$ cat src/rtl/smul_pkg.sv
package smul_pkg;
    typedef enum logic [1:0] {
        S_IDLE = 2'd0,
        S_ITER = 2'd1,
        S_FIX  = 2'd2
    } smul_state_t;
endpackage

$ cat src/rtl/smul_ctrl.sv
module smul_ctrl
    import smul_pkg::*;
#(
    parameter int W = 16
) (
    input  logic clk,
    input  logic rst_n,
    input  logic start,
    input  logic last,
    output logic load,
    output logic step,
    output logic fix
);
    localparam int CW = $clog2(W + 1) + 1;

    smul_state_t state, nxt;
    logic [CW-1:0] it_cnt;

    // State register
    always_ff @(posedge clk) begin
        if (!rst_n) state <= S_IDLE;
        else        state <= nxt;
    end

    // Next-state logic: launch, loop end, retire
    always_comb begin
        nxt = state;
        unique case (state)
            S_IDLE: if (start) nxt = S_ITER;
            S_ITER: if (last)  nxt = S_FIX;
            S_FIX:             nxt = S_IDLE;
            default:           nxt = S_IDLE;
        endcase
    end

    // Decoded controls
    always_comb begin
        load = 1'b0;
        step = 1'b0;
        fix  = 1'b0;
        unique case (state)
            S_IDLE: load = start;
            S_ITER: step = 1'b1;
            S_FIX:  fix  = 1'b1;
            default: ;
        endcase
    end

    // Iteration tally used only to cross-check the marker-terminated loop
    always_ff @(posedge clk) begin
        if (!rst_n)    it_cnt <= '0;
        else if (load) it_cnt <= '0;
        else if (step) it_cnt <= it_cnt + 1'b1;
    end

    // the marker ends the loop after exactly W steps
    a_r3_marker_span: assert property (@(posedge clk) disable iff (!rst_n)
        (state == S_ITER && last) |-> (it_cnt == CW'(W - 1)));

    // a running loop only leaves through the marker
    a_r4_busy_hold: assert property (@(posedge clk) disable iff (!rst_n)
        (state == S_ITER && !last) |=> (state == S_ITER));
endmodule

$ cat src/rtl/smul_datapath.sv
module smul_datapath #(
    parameter int W = 16
) (
    input  logic         clk,
    input  logic         rst_n,
    input  logic         load,
    input  logic         step,
    input  logic [W-1:0] mcand,
    input  logic [W-1:0] mplier,
    output logic         last,
    output logic [W-1:0] fin_hi,
    output logic [W-1:0] fin_lo
);
    localparam logic [W-1:0] MARKER = {1'b1, {(W-1){1'b0}}};

    logic [W-1:0] acc, lo_sr, mq, mc;
    logic         mneg;
    logic [W:0]   sum;

    // Conditional add, widened by one bit so an overflowing add keeps its true sign
    always_comb begin
        if (mq[0]) sum = {acc[W-1], acc} + {mc[W-1], mc};
        else       sum = {acc[W-1], acc};
    end

    always_ff @(posedge clk) begin
        if (!rst_n) begin
            acc   <= '0;
            lo_sr <= '0;
            mq    <= '0;
            mc    <= '0;
            mneg  <= 1'b0;
        end else if (load) begin
            acc   <= '0;
            lo_sr <= MARKER;
            mq    <= mplier;
            mc    <= mcand;
            mneg  <= mplier[W-1];
        end else if (step) begin
            acc   <= sum[W:1];
            lo_sr <= {sum[0], lo_sr[W-1:1]};
            mq    <= {1'b0, mq[W-1:1]};
        end
    end

    // The marker reaching bit 0 means this step is the final one
    assign last   = lo_sr[0];
    assign fin_hi = mneg ? (acc - mc) : acc;
    assign fin_lo = lo_sr;
endmodule

$ cat src/rtl/smul_wb.sv
module smul_wb #(
    parameter int W  = 16,
    parameter int RW = 3
) (
    input  logic          clk,
    input  logic          rst_n,
    input  logic          load,
    input  logic          fix,
    input  logic [RW-1:0] dst,
    input  logic [W-1:0]  fin_hi,
    input  logic [W-1:0]  fin_lo,
    output logic          done,
    output logic          hi_wr_en,
    output logic [RW-1:0] hi_sel,
    output logic [W-1:0]  hi_data,
    output logic [RW-1:0] lo_sel,
    output logic [W-1:0]  lo_data,
    output logic          flag_n,
    output logic          flag_z,
    output logic          flag_v,
    output logic          flag_c
);
    logic [RW-1:0] dst_q;

    always_ff @(posedge clk) begin
        if (!rst_n)    dst_q <= '0;
        else if (load) dst_q <= dst;
    end

    always_ff @(posedge clk) begin
        if (!rst_n) begin
            done     <= 1'b0;
            hi_wr_en <= 1'b0;
            hi_sel   <= '0;
            lo_sel   <= '0;
            hi_data  <= '0;
            lo_data  <= '0;
            flag_n   <= 1'b0;
            flag_z   <= 1'b0;
            flag_v   <= 1'b0;
            flag_c   <= 1'b0;
        end else begin
            done <= fix;
            if (fix) begin
                hi_data  <= fin_hi;
                lo_data  <= fin_lo;
                hi_wr_en <= ~dst_q[0];
                hi_sel   <= dst_q;
                lo_sel   <= dst_q | RW'(1);
                flag_n   <= fin_hi[W-1];
                flag_z   <= (fin_hi == '0) && (fin_lo == '0);
                flag_v   <= 1'b0;
                flag_c   <= (fin_hi != {W{fin_lo[W-1]}});
            end
        end
    end

    // done lasts a single cycle
    a_r3_done_pulse: assert property (@(posedge clk) disable iff (!rst_n)
        done |=> !done);

    // an even pair targets adjacent registers
    a_r5_pair: assert property (@(posedge clk) disable iff (!rst_n)
        (done && hi_wr_en) |-> (lo_sel == (hi_sel | RW'(1)) && !hi_sel[0]));

    // a zero product is neither negative nor oversize
    a_r7_zero_clean: assert property (@(posedge clk) disable iff (!rst_n)
        (done && flag_z) |-> (!flag_n && !flag_c));
endmodule

$ cat src/rtl/smul_top.sv
module smul_top #(
    parameter int W  = 16,
    parameter int RW = 3
) (
    input  logic          clk,
    input  logic          rst_n,
    input  logic          start,
    input  logic [W-1:0]  mcand,
    input  logic [W-1:0]  mplier,
    input  logic [RW-1:0] dst,
    output logic          done,
    output logic          hi_wr_en,
    output logic [RW-1:0] hi_sel,
    output logic [W-1:0]  hi_data,
    output logic [RW-1:0] lo_sel,
    output logic [W-1:0]  lo_data,
    output logic          flag_n,
    output logic          flag_z,
    output logic          flag_v,
    output logic          flag_c
);
    logic load, step, fix, last;
    logic [W-1:0] fin_hi, fin_lo;

    smul_ctrl #(.W(W)) u_ctrl (
        .clk(clk), .rst_n(rst_n), .start(start), .last(last),
        .load(load), .step(step), .fix(fix)
    );

    smul_datapath #(.W(W)) u_dp (
        .clk(clk), .rst_n(rst_n), .load(load), .step(step),
        .mcand(mcand), .mplier(mplier), .last(last),
        .fin_hi(fin_hi), .fin_lo(fin_lo)
    );

    smul_wb #(.W(W), .RW(RW)) u_wb (
        .clk(clk), .rst_n(rst_n), .load(load), .fix(fix), .dst(dst),
        .fin_hi(fin_hi), .fin_lo(fin_lo), .done(done),
        .hi_wr_en(hi_wr_en), .hi_sel(hi_sel), .hi_data(hi_data),
        .lo_sel(lo_sel), .lo_data(lo_data),
        .flag_n(flag_n), .flag_z(flag_z), .flag_v(flag_v), .flag_c(flag_c)
    );

    // overflow flag stays clear on every result
    a_r8_v_clear: assert property (@(posedge clk) disable iff (!rst_n)
        done |-> !flag_v);
endmodule

$ cat config.mk
export PLATFORM = sky130hd
export DESIGN_NAME = smul_top
export DESIGN_NICKNAME = d
export VERILOG_FILES = /design/src/rtl/smul_pkg.sv /design/src/rtl/smul_ctrl.sv /design/src/rtl/smul_datapath.sv /design/src/rtl/smul_wb.sv /design/src/rtl/smul_top.sv
export SDC_FILE = /design/constraint.sdc
export NUM_CORES = 1
export LEC_CHECK = 0
export BUFFER_PORTS_ARGS = -buffer_cell sky130_fd_sc_hd__buf_2
export CORE_ASPECT_RATIO = 1.2
export CORE_MARGIN = 2
export CORE_UTILIZATION = 54
export CTS_CLUSTER_DIAMETER = 150
export DETAILED_ROUTE_END_ITERATION = 10
export PLACE_DENSITY = 0.77
export SLEW_MARGIN = 20
export SYNTH_ARGS = -nofsm -noshare
export SYNTH_HDL_FRONTEND = slang
export SYNTH_SLANG_ARGS = --single-unit
$ cat constraint.sdc
create_clock -name clk -period 3.9 [get_ports clk]
set_input_delay 0 -clock clk [delete_from_list [all_inputs] [get_ports clk]]
set_output_delay 0 -clock clk [all_outputs]
set_load 0.01 [all_outputs]
==> results by group <==
Status
  • Status: finished, final reports clean

Clocking
  • TritonCTS clock tree: built
  • Root buf cell: clkbuf_16
  • CTS sink count: 110
  • Postcts setup bufs: 0
  • Longest Clk Path Bufs: 2
  • CTS H-Tree Depth: 3
  • Clock input transition at the sequential cells of the worst setup and hold paths: 0.08 ns
  • TritonCTS Buffers: 9
  • Clock latency on the worst-skew pair: 0.35 ns

Job
  • Max_cap viols: 0

STA
  • Final setup vio count: 0
  • Final clock skew: 0.0114 ns
  • Minimum clock period: roughly 3.2 ns
  • Tightest Pin Transition: around 0.99 ns
  • Period utilization: roughly four fifths
  • Final Hold Violating Endpoints: 0
  • Slew Viols, Final: 0
  • Max frequency: around 320 MHz
  • Final setup TNS: 0 ns
  • Slew Limit Headroom: between 30 and 40%
  • RSZ-0062 raised after global routing: false

Global route
  • Initial antenna violation count: 0
  • Pin count of the biggest net entering global routing: 78
  • Remaining Overflow, GRT: 0
  • Total track usage: a little over a quarter
  • First-pass GRT wire length: 26.1 mm
  • Vias in the first global route: between 5000 and 6000

Floorplanning
  • I/O pins: 82
  • # rows: 42
  • DIE AREA: 11900 um^2
  • Die height: approximately 120 um
  • Core ar.: roughly 11000 um^2
  • Initial Utilization: 54.8%
  • Die W: 99.9 um

Critical path
  • Type of origin of the critical path: register
  • Worst-case reg-to-reg path depth: 13
  • Worst Path Max Fanout: 5
  • Crit path DAT: 3.41 ns
  • CP Class: register to register
  • Critical path endpoint category: register
  • Crit path required time: between 4 and 5 ns

Cells and area
  • Net count, final: just over 900
  • Share of cells above drive strength 1: between 10 and 15%
  • Area of the multi-input gates: about 3400 um^2
  • Register Area: between 2000 and 2500 um^2
  • Antenna diodes: 0
  • Synthesis-to-layout area growth: 18.6%
  • Fill cells: just over 900

Routing
  • Detail Route Antenna Nets: 0
  • Routed vias: roughly 5800
  • Total Wirelength: roughly 16 mm
  • Initial detailed-routing violation count: 380
  • Drt drc: 0
  • Per-cell routed wire length: roughly 16 um
  • Vias per cell: between 5 and 6
  • Drt pass-1 iters: 7

Logic synthesis
  • #FFs+latches synth: between 100 and 150
  • Main combinational cell family by area after synthesis: compound AO/OA/AOI/OAI gates
  • Post-synth EDFFs: 0
  • Post-Syn Area per Cell: about 7.7 um^2
  • Mapped Area: slightly below 6000 um^2
  • Compound-Gate Fraction of Synth Area: approximately a quarter
  • YS warnings: 0
  • Dominant synthesized flop cell: dfxtp_1
  • Syn Nets: around 850
  • Post-synthesis xor/xnor area fraction: ~2.4%
  • Seq/Total Area, Yosys: 37.0%
  • Synth async-reset ratio: 0%
  • Post-synth cell types: between 70 and 80
  • Adder-Cell Fraction of Synth Area: around 7.4%
  • Post-Synth Simple-Gate Area: around a fifth
  • Post-Synthesis Cells: between 700 and 800
  • Post-synthesis mux area share: approximately 1.2%

Pwr
  • Total chip power: ~2.7 mW
  • Power per cell area: around 380 nW/um^2
  • Leak: approximately 2.8 nW
  • Maximum vdd drop: 0.415 mV

Hold path
  • HP Class: input port to register
  • Hold Crit Depth: 4

Placement
  • Port Buffers: 80
  • GPL Wtd Cong: about 0.9
  • Final HPWL DP: 10.6 mm
[power by group]
part,leakage [nW],total [mW],internal [mW],switching (mW)
Combinational,1.76,0.414,0.164,0.250
Sequential,0.893,1.19,1.15,0.0332
Clock,0.170,1.05,0.586,0.467
Total,2.82,2.65,1.90,0.751
[synth_stat cells, types with 3 or more instances]
cell type | number | area [um^2]
mux2i_1 | 4 | 40.0
o211ai_1 | 5 | 37.5
inv_1 | 37 | 139
a211oi_1 | 21 | 158
nor2_1 | 74 | 278
nand4_1 | 4 | 25.0
nor4_1 | 9 | 56.3
o21ai_0 | 12 | 60.1
o21a_1 | 3 | 22.5
dfxtp_1 | 110 | 2200
nand3_1 | 12 | 60.1
a21oi_1 | 110 | 551
or3_1 | 7 | 43.8
and3_1 | 3 | 18.8
nand2_1 | 143 | 537
xnor2_1 | 14 | 123
buf_4 | 4 | 30.0
or4_1 | 3 | 22.5
o21ai_1 | 4 | 20.0
o31a_1 | 4 | 35.0
buf_2 | 7 | 35.0
a21o_1 | 5 | 37.5
ha_1 | 32 | 400
o21bai_1 | 6 | 45.0
nor3_1 | 15 | 75.1
a311oi_1 | 5 | 43.8
a31oi_1 | 4 | 25.0
buf_1 | 3 | 11.3
clkbuf_1 | 39 | 146
a22oi_1 | 17 | 128
nor2b_1 | 5 | 31.3
nand2b_1 | 4 | 25.0
[final cells by class]
class	instances	share of cell area, %
Clock buffer	9	3.19
Timing Repair Buffer	123	11.5
Inverter	39	2.07
Tap cell	132	2.34
Clock inverter	7	1.82
Sequential cell	110	31.2
Multi-Input combinational cell	571	47.9
[metal layers]
layer / GRT usage (%) / share of wire [%] / vias up
met3: 4.75 / 5.4 / 43
met5: 0 / 0 / -
met1: 34.2 / 43 / 2727
met4: 12.5 / 3.5 / 0
li1: - / - / 2863
met2: 44.3 / 48 / 204
[flip-flops by register name (all words and copies together) (netlist names)]
| register | cells |
|---|---|
| u_ctrl.state | 2 |
| u_dp.acc | 16 |
| u_dp.fin_lo | 16 |
| u_dp.mc | 16 |
| u_dp.mneg | 1 |
| u_dp.mq | 16 |
| u_wb.done | 1 |
| u_wb.dst_q | 3 |
| u_wb.flag_c | 1 |
| u_wb.flag_n | 1 |
| u_wb.flag_z | 1 |
| u_wb.hi_data | 15 |
| u_wb.hi_sel | 1 |
| u_wb.hi_wr_en | 1 |
| u_wb.lo_data | 16 |
| u_wb.lo_sel | 3 |
[worst max-delay path: stages, from the launching register on]
cell and delay [ns]:
dfxtp_1 0.35, inv_1 0.08, ha_1 0.15, inv_1 0.06
fa_1 0.45, a211oi_4 0.29, o21ai_2 0.11, a2111o_1 0.39
a311oi_1 0.28, o21bai_1 0.12, xor2_1 0.25, mux2i_4 0.14
nor4_2 0.33, a211oi_2 0.05
[path summary, 6_finish.rpt]
path | from | endpoint | slack [ns]
max | u_dp.acc[0] | u_wb.flag_c | 0.73
min | start | u_dp.mneg | 0.16
max reg2reg | u_dp.acc[0] | u_wb.flag_c | 0.73
min reg2reg | u_wb.lo_data[7] | u_wb.lo_data[7] | 0.45
[kinds of logic (layout without fill, tap and decap cells)]
logic type,count (synthesis),after routing
simple gates,291,291
compound gates,223,223
flops,110,110
buf+inv,94,178
fa+ha+maj,34,34
xor+xnor,16,16
mux,6,6
other cells,1,1
[per-stage QoR]
| step | cells | utilization [%] | hold WS, ns | cell area, um^2 | setup WS, ns |
|---|---|---|---|---|---|
| global route | 991 | 64.9 | 0.206 | 7060 | 0.501 |
| CTS | 991 | 64.9 | 0.165 | 7060 | 0.728 |
| finish | 991 | 64.9 | 0.162 | 7060 | 0.730 |
| floorplan | 775 | - | 0.136 | 5960 | 1.04 |
| global placement | 939 | 58.4 | 0.241 | 6350 | 0.875 |
| detailed placement | 939 | 58.4 | 0.248 | 6350 | 0.754 |
[cell usage in the layout (no fill, tap or decap), drive strengths merged, types with 3 or more instances in the layout]
master and instances:
a211oi 23, a21o 5, a21oi 111, a22oi 17
a311oi 5, a31oi 4, and3 3, buf 87
clkbuf 9, clkinv 4, dfxtp 110, dlygate4sd3 36
ha 32, inv 40, mux2i 5, nand2 143
nand2b 4, nand3 12, nand4 4, nor2 74
nor2b 5, nor3 16, nor4 10, o211ai 5
o21a 3, o21ai 17, o21bai 6, o31a 4
or2 3, or3 7, or4 3, xnor2 14
[timing repair]
action                    in CTS  in global routing
gates resized for setup        0                  0
hold buffers                  36                  0
hold endpoints to repair      39                  0
Power figures use the tool's default switching activity.
